## src/rtl/pct_pkg.sv

```systemverilog
package pct_pkg;
  typedef enum logic [2:0] {
    PH_IDLE,
    PH_SETUP,
    PH_STROBE,
    PH_HOLD,
    PH_DONE
  } pct_phase_e;
endpackage

```

## src/rtl/pct_budget.sv

```systemverilog
module pct_budget #(
  parameter int NS_W           = 10,
  parameter int BUS_KHZ        = 50000,
  parameter int BMT_LIMIT      = 60,
  parameter int IO_DEFAULT_NS  = 255,
  parameter int MEM_DEFAULT_NS = 100,
  parameter int CW             = $clog2(BMT_LIMIT)
) (
  input  logic [NS_W-1:0] access_ns,
  input  logic            is_io,
  output logic [CW-1:0]   total,
  output logic            over
);
  localparam int PW = 64;

  logic [NS_W-1:0] ns_eff;
  logic [PW-1:0]   base_cyc;
  logic [PW-1:0]   raw_cyc;

  always_comb begin
    if (access_ns == '0) begin
      ns_eff = is_io ? NS_W'(IO_DEFAULT_NS) : NS_W'(MEM_DEFAULT_NS);
    end else begin
      ns_eff = access_ns;
    end
    base_cyc = (PW'(BUS_KHZ) * PW'(ns_eff)) / PW'(1000);
    raw_cyc  = (base_cyc * PW'(180)) / PW'(100000);
    over     = (raw_cyc >= PW'(BMT_LIMIT));
    total    = over ? CW'(BMT_LIMIT - 1) : CW'(raw_cyc);
  end
endmodule

```

## src/rtl/pct_div7.sv

```systemverilog
module pct_div7 #(
  parameter int W = 6
) (
  input  logic         clk,
  input  logic         rst_n,
  input  logic         load,
  input  logic [W-1:0] dividend,
  output logic [W-1:0] quot,
  output logic [2:0]   rem,
  output logic         done
);
  localparam int CNTW = $clog2(W + 1);

  logic            run_q, run_n;
  logic [CNTW-1:0] cnt_q, cnt_n;
  logic [W-1:0]    work_q, work_n;
  logic [W-1:0]    quot_q, quot_n;
  logic [2:0]      rem_q, rem_n;
  logic            done_q, done_n;
  logic [3:0]      trial;
  logic            fits;

  always_comb begin
    trial  = {rem_q, work_q[W-1]};
    fits   = (trial >= 4'd7);
    run_n  = run_q;
    cnt_n  = cnt_q;
    work_n = work_q;
    quot_n = quot_q;
    rem_n  = rem_q;
    done_n = 1'b0;
    if (load) begin
      run_n  = 1'b1;
      cnt_n  = CNTW'(W);
      work_n = dividend;
      quot_n = '0;
      rem_n  = '0;
    end else if (run_q) begin
      work_n = work_q << 1;
      quot_n = {quot_q[W-2:0], fits};
      rem_n  = fits ? 3'(trial - 4'd7) : trial[2:0];
      cnt_n  = cnt_q - CNTW'(1);
      if (cnt_q == CNTW'(1)) begin
        run_n  = 1'b0;
        done_n = 1'b1;
      end
    end
  end

  always_ff @(posedge clk or negedge rst_n) begin
    if (!rst_n) begin
      run_q  <= 1'b0;
      cnt_q  <= '0;
      work_q <= '0;
      quot_q <= '0;
      rem_q  <= '0;
      done_q <= 1'b0;
    end else begin
      run_q  <= run_n;
      cnt_q  <= cnt_n;
      work_q <= work_n;
      quot_q <= quot_n;
      rem_q  <= rem_n;
      done_q <= done_n;
    end
  end

  assign quot = quot_q;
  assign rem  = rem_q;
  assign done = done_q;

  AST_NO_RELOAD: assert property (@(posedge clk) disable iff (!rst_n)
    load |-> !run_q);
  AST_REM_RANGE: assert property (@(posedge clk) disable iff (!rst_n)
    done_q |-> (rem_q < 3'd7));
endmodule

```

## src/rtl/pct_phase_seq.sv

```systemverilog
module pct_phase_seq
  import pct_pkg::*;
#(
  parameter int CW = 6
) (
  input  logic          clk,
  input  logic          rst_n,
  input  logic          go,
  input  logic [CW-1:0] n_setup,
  input  logic [CW-1:0] n_strobe,
  input  logic [CW-1:0] n_hold,
  output logic          ph_setup,
  output logic          ph_strobe,
  output logic          ph_hold,
  output logic          done
);
  pct_phase_e    st_q, st_n;
  logic [CW-1:0] left_q, left_n;
  logic [CW-1:0] stb_q, stb_n;
  logic [CW-1:0] hld_q, hld_n;

  always_comb begin
    st_n   = st_q;
    left_n = left_q;
    stb_n  = stb_q;
    hld_n  = hld_q;
    case (st_q)
      PH_IDLE: begin
        if (go) begin
          stb_n = n_strobe;
          hld_n = n_hold;
          if (n_setup != '0) begin
            st_n   = PH_SETUP;
            left_n = n_setup - CW'(1);
          end else if (n_strobe != '0) begin
            st_n   = PH_STROBE;
            left_n = n_strobe - CW'(1);
          end else if (n_hold != '0) begin
            st_n   = PH_HOLD;
            left_n = n_hold - CW'(1);
          end else begin
            st_n = PH_DONE;
          end
        end
      end
      PH_SETUP: begin
        if (left_q != '0) begin
          left_n = left_q - CW'(1);
        end else if (stb_q != '0) begin
          st_n   = PH_STROBE;
          left_n = stb_q - CW'(1);
        end else if (hld_q != '0) begin
          st_n   = PH_HOLD;
          left_n = hld_q - CW'(1);
        end else begin
          st_n = PH_DONE;
        end
      end
      PH_STROBE: begin
        if (left_q != '0) begin
          left_n = left_q - CW'(1);
        end else if (hld_q != '0) begin
          st_n   = PH_HOLD;
          left_n = hld_q - CW'(1);
        end else begin
          st_n = PH_DONE;
        end
      end
      PH_HOLD: begin
        if (left_q != '0) begin
          left_n = left_q - CW'(1);
        end else begin
          st_n = PH_DONE;
        end
      end
      default: st_n = PH_IDLE;
    endcase
  end

  always_ff @(posedge clk or negedge rst_n) begin
    if (!rst_n) begin
      st_q   <= PH_IDLE;
      left_q <= '0;
      stb_q  <= '0;
      hld_q  <= '0;
    end else begin
      st_q   <= st_n;
      left_q <= left_n;
      stb_q  <= stb_n;
      hld_q  <= hld_n;
    end
  end

  assign ph_setup  = (st_q == PH_SETUP);
  assign ph_strobe = (st_q == PH_STROBE);
  assign ph_hold   = (st_q == PH_HOLD);
  assign done      = (st_q == PH_DONE);

  AST_GO_WHEN_IDLE: assert property (@(posedge clk) disable iff (!rst_n)
    go |-> (st_q == PH_IDLE));
endmodule

```

## src/rtl/pct_timing_gen.sv

```systemverilog
module pct_timing_gen #(
  parameter int NS_W           = 10,
  parameter int BUS_KHZ        = 50000,
  parameter int BMT_LIMIT      = 60,
  parameter int IO_DEFAULT_NS  = 255,
  parameter int MEM_DEFAULT_NS = 100,
  parameter int CW             = $clog2(BMT_LIMIT)
) (
  input  logic            clk,
  input  logic            rst_n,
  input  logic            start,
  input  logic [NS_W-1:0] access_ns,
  input  logic            is_io,
  output logic [CW-1:0]   setup_cnt,
  output logic [CW-1:0]   strobe_cnt,
  output logic [CW-1:0]   hold_cnt,
  output logic            clamped,
  output logic            ph_setup,
  output logic            ph_strobe,
  output logic            ph_hold,
  output logic            done,
  output logic            busy
);
  logic [1:0]    rst_sync_q;
  logic          rst_s_n;
  logic          accept;
  logic [CW-1:0] bud_total;
  logic          bud_over;
  logic [CW-1:0] div_q;
  logic [2:0]    div_r;
  logic          div_done;
  logic [2:0]    frac5;
  logic [CW-1:0] new_strobe, new_hold, new_setup;
  logic          busy_q, busy_n;
  logic          clamp_q, clamp_n;
  logic [CW-1:0] total_q, total_n;
  logic [CW-1:0] set_q, set_n, stb_q, stb_n, hld_q, hld_n;
  logic          seq_done;

  always_ff @(posedge clk or negedge rst_n) begin
    if (!rst_n) rst_sync_q <= 2'b00;
    else        rst_sync_q <= {rst_sync_q[0], 1'b1};
  end
  assign rst_s_n = rst_sync_q[1];

  assign accept = start & ~busy_q;

  pct_budget #(
    .NS_W(NS_W), .BUS_KHZ(BUS_KHZ), .BMT_LIMIT(BMT_LIMIT),
    .IO_DEFAULT_NS(IO_DEFAULT_NS), .MEM_DEFAULT_NS(MEM_DEFAULT_NS), .CW(CW)
  ) u_budget (
    .access_ns(access_ns), .is_io(is_io), .total(bud_total), .over(bud_over)
  );

  pct_div7 #(.W(CW)) u_div (
    .clk(clk), .rst_n(rst_s_n), .load(accept), .dividend(bud_total),
    .quot(div_q), .rem(div_r), .done(div_done)
  );

  always_comb begin
    case (div_r)
      3'd2:    frac5 = 3'd1;
      3'd3:    frac5 = 3'd2;
      3'd4:    frac5 = 3'd2;
      3'd5:    frac5 = 3'd3;
      3'd6:    frac5 = 3'd4;
      default: frac5 = 3'd0;
    endcase
    new_hold   = div_q;
    new_strobe = CW'((div_q << 2) + div_q) + CW'(frac5);
    new_setup  = total_q - new_hold - new_strobe;
  end

  pct_phase_seq #(.CW(CW)) u_seq (
    .clk(clk), .rst_n(rst_s_n), .go(div_done),
    .n_setup(new_setup), .n_strobe(new_strobe), .n_hold(new_hold),
    .ph_setup(ph_setup), .ph_strobe(ph_strobe), .ph_hold(ph_hold),
    .done(seq_done)
  );

  always_comb begin
    busy_n  = busy_q;
    clamp_n = clamp_q;
    total_n = total_q;
    set_n   = set_q;
    stb_n   = stb_q;
    hld_n   = hld_q;
    if (accept) begin
      busy_n  = 1'b1;
      clamp_n = bud_over;
      total_n = bud_total;
    end else if (seq_done) begin
      busy_n = 1'b0;
    end
    if (div_done) begin
      set_n = new_setup;
      stb_n = new_strobe;
      hld_n = new_hold;
    end
  end

  always_ff @(posedge clk or negedge rst_s_n) begin
    if (!rst_s_n) begin
      busy_q  <= 1'b0;
      clamp_q <= 1'b0;
      total_q <= '0;
      set_q   <= '0;
      stb_q   <= '0;
      hld_q   <= '0;
    end else begin
      busy_q  <= busy_n;
      clamp_q <= clamp_n;
      total_q <= total_n;
      set_q   <= set_n;
      stb_q   <= stb_n;
      hld_q   <= hld_n;
    end
  end

  assign setup_cnt  = set_q;
  assign strobe_cnt = stb_q;
  assign hold_cnt   = hld_q;
  assign clamped    = clamp_q;
  assign done       = seq_done;
  assign busy       = busy_q;

  AST_PHASE_EXCL: assert property (@(posedge clk) disable iff (!rst_s_n)
    $onehot0({ph_setup, ph_strobe, ph_hold, seq_done}));
  AST_NO_BACK_TO_SETUP: assert property (@(posedge clk) disable iff (!rst_s_n)
    ph_strobe |=> !ph_setup);
  AST_HOLD_IS_LAST: assert property (@(posedge clk) disable iff (!rst_s_n)
    ph_hold |=> (!ph_setup && !ph_strobe));
  AST_DONE_PULSE: assert property (@(posedge clk) disable iff (!rst_s_n)
    seq_done |=> !seq_done);
  AST_IDLE_QUIET: assert property (@(posedge clk) disable iff (!rst_s_n)
    !busy_q |-> !(ph_setup || ph_strobe || ph_hold || seq_done));
  AST_SUM_BOUND: assert property (@(posedge clk) disable iff (!rst_s_n)
    !busy_q |-> ((8'(set_q) + 8'(stb_q) + 8'(hld_q)) < 8'(BMT_LIMIT)));
endmodule

```

## config.mk

```make
export PLATFORM = sky130hd
export DESIGN_NAME = pct_timing_gen
export DESIGN_NICKNAME = d
export VERILOG_FILES = /design/src/rtl/pct_pkg.sv /design/src/rtl/pct_budget.sv /design/src/rtl/pct_div7.sv /design/src/rtl/pct_phase_seq.sv /design/src/rtl/pct_timing_gen.sv
export SDC_FILE = /design/constraint.sdc
export NUM_CORES = 1
export LEC_CHECK = 0
export BUFFER_PORTS_ARGS = -buffer_cell sky130_fd_sc_hd__buf_4
export CELL_PAD_IN_SITES_DETAIL_PLACEMENT = 0
export CELL_PAD_IN_SITES_GLOBAL_PLACEMENT = 1
export CORE_ASPECT_RATIO = 0.7
export CORE_MARGIN = 1.5
export CORE_UTILIZATION = 50
export CTS_CLUSTER_DIAMETER = 50
export CTS_CLUSTER_SIZE = 8
export DETAILED_ROUTE_END_ITERATION = 6
export PLACE_DENSITY_LB_ADDON = 0.1
export SLEW_MARGIN = 25
export SYNTH_ARGS = -nofsm -noshare
export SYNTH_HDL_FRONTEND = slang
export SYNTH_SLANG_ARGS = --single-unit
export TNS_END_PERCENT = 100
```

## constraint.sdc

```tcl
create_clock -name clk -period 2.6 [get_ports clk]
set_input_delay 0.13 -clock clk [delete_from_list [all_inputs] [get_ports clk]]
set_output_delay 0.13 -clock clk [all_outputs]
set_load 0.05 [all_outputs]
```

==> results.env <==
FINAL.SETUP.WORST_SLACK_NS=-28.12
YS_ASYNC_SR_FRACTION_PCT=100
GRT_ANTENNA_BEFORE_REPAIR=0
POST_LAYOUT_MINIMUM_CYCLE_TIME_NS=30.72
TRITONCTS_NUM_SINKS=69
RUN_STATUS='finished with violations'
CORE_AREA_UM2=33800
PLACE.DETAILED.HPWL_UM=52500
SYNTH-WARNING-COUNT=0
GRT.TOTAL_USAGE_PCT=37.8
FINALMAXSLEWVIOLATIONS=0
CRITICAL_PATH_PEAK_FANOUT=9
NETLIST_AREA_UM2=17400
NUM-NETS-FINAL=3559
MAX_SLEW_MARGIN_PCT=42.8
POST_SYNTH_INST_COUNT=2307
RR_STARTPOINT='u_div.rem[0]$_DFFE_PN0P_'
START_KIND='primary input'
ROUTEDWLPERCELL_UM=19.8
MET1_USAGE_PCT=54.1
GRT_MOST_USED_LAYER='met2'
SYNTH.TOP_CELLS.BY_AREA='ha_1, dfrtp_1, xnor2_1'
CLK_PIN_SLEW_WORST_PATHS_NS=0.06
LAYOUT.CELLS.MOST_COMMON='buf_4'
NUM_ROWS=56
MAPPEDNETLISTNETS=2515
ACHIEVABLE-FREQUENCY_MHz=32.6
TIMING.CRITICAL_PATH.SLOWEST_STAGE_CELL='nor3_1'
START_UTIL_PCT=51.3
CTS_TREE='yes'
CTS.HTREE.LEVELS=3
CLOCK_TREE.ROOT_CELL='clkbuf_16'
CPPEAKSTAGEDELAY_NS=0.63
SYNTHDISTINCTLIBCELLS=127
SYN_AVG_CELL_AREA_UM2=7.52
DRC_ERRORS=1
GRT_PASS1_VIAS=22800
SYN2LAYOUT_AREA_GROWTH_PCT=65.9
FAILED_CHECKS='DRC, setup timing'
CRIT_PATH_END_KIND='flip-flop'
WL_UM=75600
MAXCAPVIOLCOUNT=0
LAYOUT.CORE_UTILIZATION_PCT=85.1
GRT.MET3_USAGE_PCT=5.20
DRT-INITIAL-DRC-COUNT=2807
ROUTED-VIA-COUNT=23700
CP.ARRIVAL_NS=30.94
GRT_START_MAX_NET_PINS=68
WORSTREG2REGEND='u_seq.left_q[5]$_DFFE_PN0P_'
PORTBUFFERS=37
CRIT_PATH_FREQUENT_CELL='buf_4'
SYNTH_ENABLE_FLOP_CELLS=0
MIN_PATH_TYPE='in2async'
HOLD_VIOLATIONS=0
ROUTED_VIA_DENSITY=6.22
ANTENNA_CELLS_INSERTED=0
DIE_W_UM=226
CRITPATHREQUIREDTIME_NS=2.82
GR-TOTAL-OVERFLOW=0
NUM_IO_PINS=38
SKEW_NS=0.00942
CHIP_HEIGHT_UM=159
FLOORPLAN.DIE_AREA_UM2=35900
LOGIC_DEPTH_OF_THE_WORST_REGISTER_TO_REGISTER_PATH=21
DETAIL_ROUTE.FIRST_PASS.ITERATIONS=7
WORST-SETUP-PATH-TYPE='in2reg'
TIMING.FINAL.CRIT_SHARE_PCT=1180
SYNTH_SEQUENTIAL_AREA_RATIO_PCT=9.95
GRT_FIRST_PASS_WIRELENGTH_UM=113000
POST_ROUTE_CELLS_DRIVE_ABOVE_1_SHARE_PCT=47.6
SYNTHFLOPTYPE='dfrtp_1'
SYNTH.FF_LATCH_COUNT=69
NUMCTSBUFFERS=9
GLOBALROUTEMET2UTIL_PCT=60.1
LEADING_CELL_TYPES_IN_THE_LAYOUT_FILL_AND_TAPS_EXCLUDED='buf_4, nor2_1, nand2_1'
FINAL-SETUP-VIOL-COUNT=28
UNREPAIRED_SETUP_ENDPOINTS_AFTER_GLOBAL_ROUTING='yes'
GPL.FINAL_WEIGHTED_CONGESTION=1.01
REGTOREGSETUPSLACK_NS=-2.08
SYNTH.LARGEST_AREA_CELL='ha_1'
SYNTH_TOP_AREA_SHARE_PCT=10.3
TIGHTEST_SLEW_NS=0.859
DETAIL-ROUTE-ANTENNA-NETS=0
CTS_BUFFER_DEPTH=2
INSERTION_DELAY_NS=0.35
[metal layers]
metal  share of wire, %  wire, µm
met1                 42     32000
met2                 44     33600
met3                 10      7720
met4                3.0      2240
met5                  0         0
[layout make-up]
class,instances,area [µm²]
Multi-Input combinational cell,1979,16900
Timing Repair Buffer,1111,8560
Fill cell,1947,5040
Sequential cell,69,1730
Inverter,181,687
Tap cell,464,581
Clock buffer,11,243
Clock inverter,5,83.8
[state kept, by name (all words and copies together), names as in the netlist]
| name | count |
|---|---|
| u_seq.st_q | 3 |
| u_seq.left_q | 6 |
| u_div.cnt_q | 3 |
| u_seq.stb_q | 6 |
| hold_cnt | 6 |
| clamped | 1 |
| strobe_cnt | 6 |
| busy | 1 |
| u_div.work_q | 6 |
| setup_cnt | 6 |
| total_q | 6 |
| u_seq.hld_q | 6 |
| rst_sync_q | 2 |
| u_div.quot | 6 |
| u_div.rem | 3 |
| u_div.done | 1 |
| u_div.run_q | 1 |
[critical path, delay by kind of cell]
kind | cells | cell delay, ns
adders and majority gates | 12 | 3.79
AOI/OAI and AO/OA | 55 | 10.91
xor gates and xnor gates | 6 | 0.93
buffers and inverters | 28 | 3.37
and+or+nand+nor | 51 | 10.46
muxes | 6 | 1.27
[worst max-delay path by stage]
stage,to,cells past startpoint,start,slack (ns)
after floorplan,u_div.work_q[0]$_DFFE_PN0P_,150,access_ns[2],-27.02
after global placement,u_div.work_q[0]$_DFFE_PN0P_,142,access_ns[2],-26.94
after detailed placement,u_div.work_q[0]$_DFFE_PN0P_,145,access_ns[2],-27.99
after CTS,u_div.work_q[0]$_DFFE_PN0P_,151,access_ns[2],-26.53
after global routing,u_div.work_q[0]$_DFFE_PN0P_,160,access_ns[2],-29.26
final,u_div.work_q[0]$_DFFE_PN0P_,158,access_ns[2],-28.12
[cells in the mapped netlist, drive strengths merged, types with 17 or more instances]
master	count
nor2	202
clkbuf	35
buf	43
a31oi	39
nor3	65
a211oi	39
a21oi	153
o21a	25
o21ai	147
ha	143
nand4	21
mux2	44
fa	51
and2	40
o31ai	17
xnor2	121
nor4	24
and3	29
inv	180
or2	20
nand2	188
nand2b	35
o211ai	33
o22ai	22
o21bai	21
xor2	33
nand3	78
mux2i	54
dfrtp	69
a21o	38
nor2b	19
[per-stage QoR]
stage               instance area (µm²)  TNS, ns  worst slack (ns)  instances  hold WS [ns]
global route                      28800  -376.93            -29.26       3820         0.117
CTS                               27700  -340.74            -26.53       3767        0.0984
floorplan                         18200  -341.33            -27.02       2307        -0.166
global placement                  25300  -345.77            -26.94       3619       -0.0863
detailed placement                25300  -359.00            -27.99       3619       -0.0854
finish                            28800  -361.20            -28.12       3820         0.105
[kinds of logic after synthesis]
group | after synthesis | synth area share [%]
AOI/OAI and AO/OA | 746 | 31.1
xor gates and xnor gates | 154 | 7.81
adders and majority gates | 201 | 16.6
buffers and inverters | 260 | 6.07
DFF | 69 | 9.95
muxes | 98 | 6.05
other | 1 | 0.0216
and+or+nand+nor | 778 | 22.4
[repair_timing]
action,4_1_cts,5_1_grt
buffers inserted,136,60
cloned,1,0
hold buffers,1,0
hold endpoints to repair,2,0
pin swaps,144,106
endpoints found under the setup margin,29,29
gates resized for setup,202,162
Power is not shown: default switching activity piles up to over one toggle a cycle in this logic, so the estimate is an artifact.
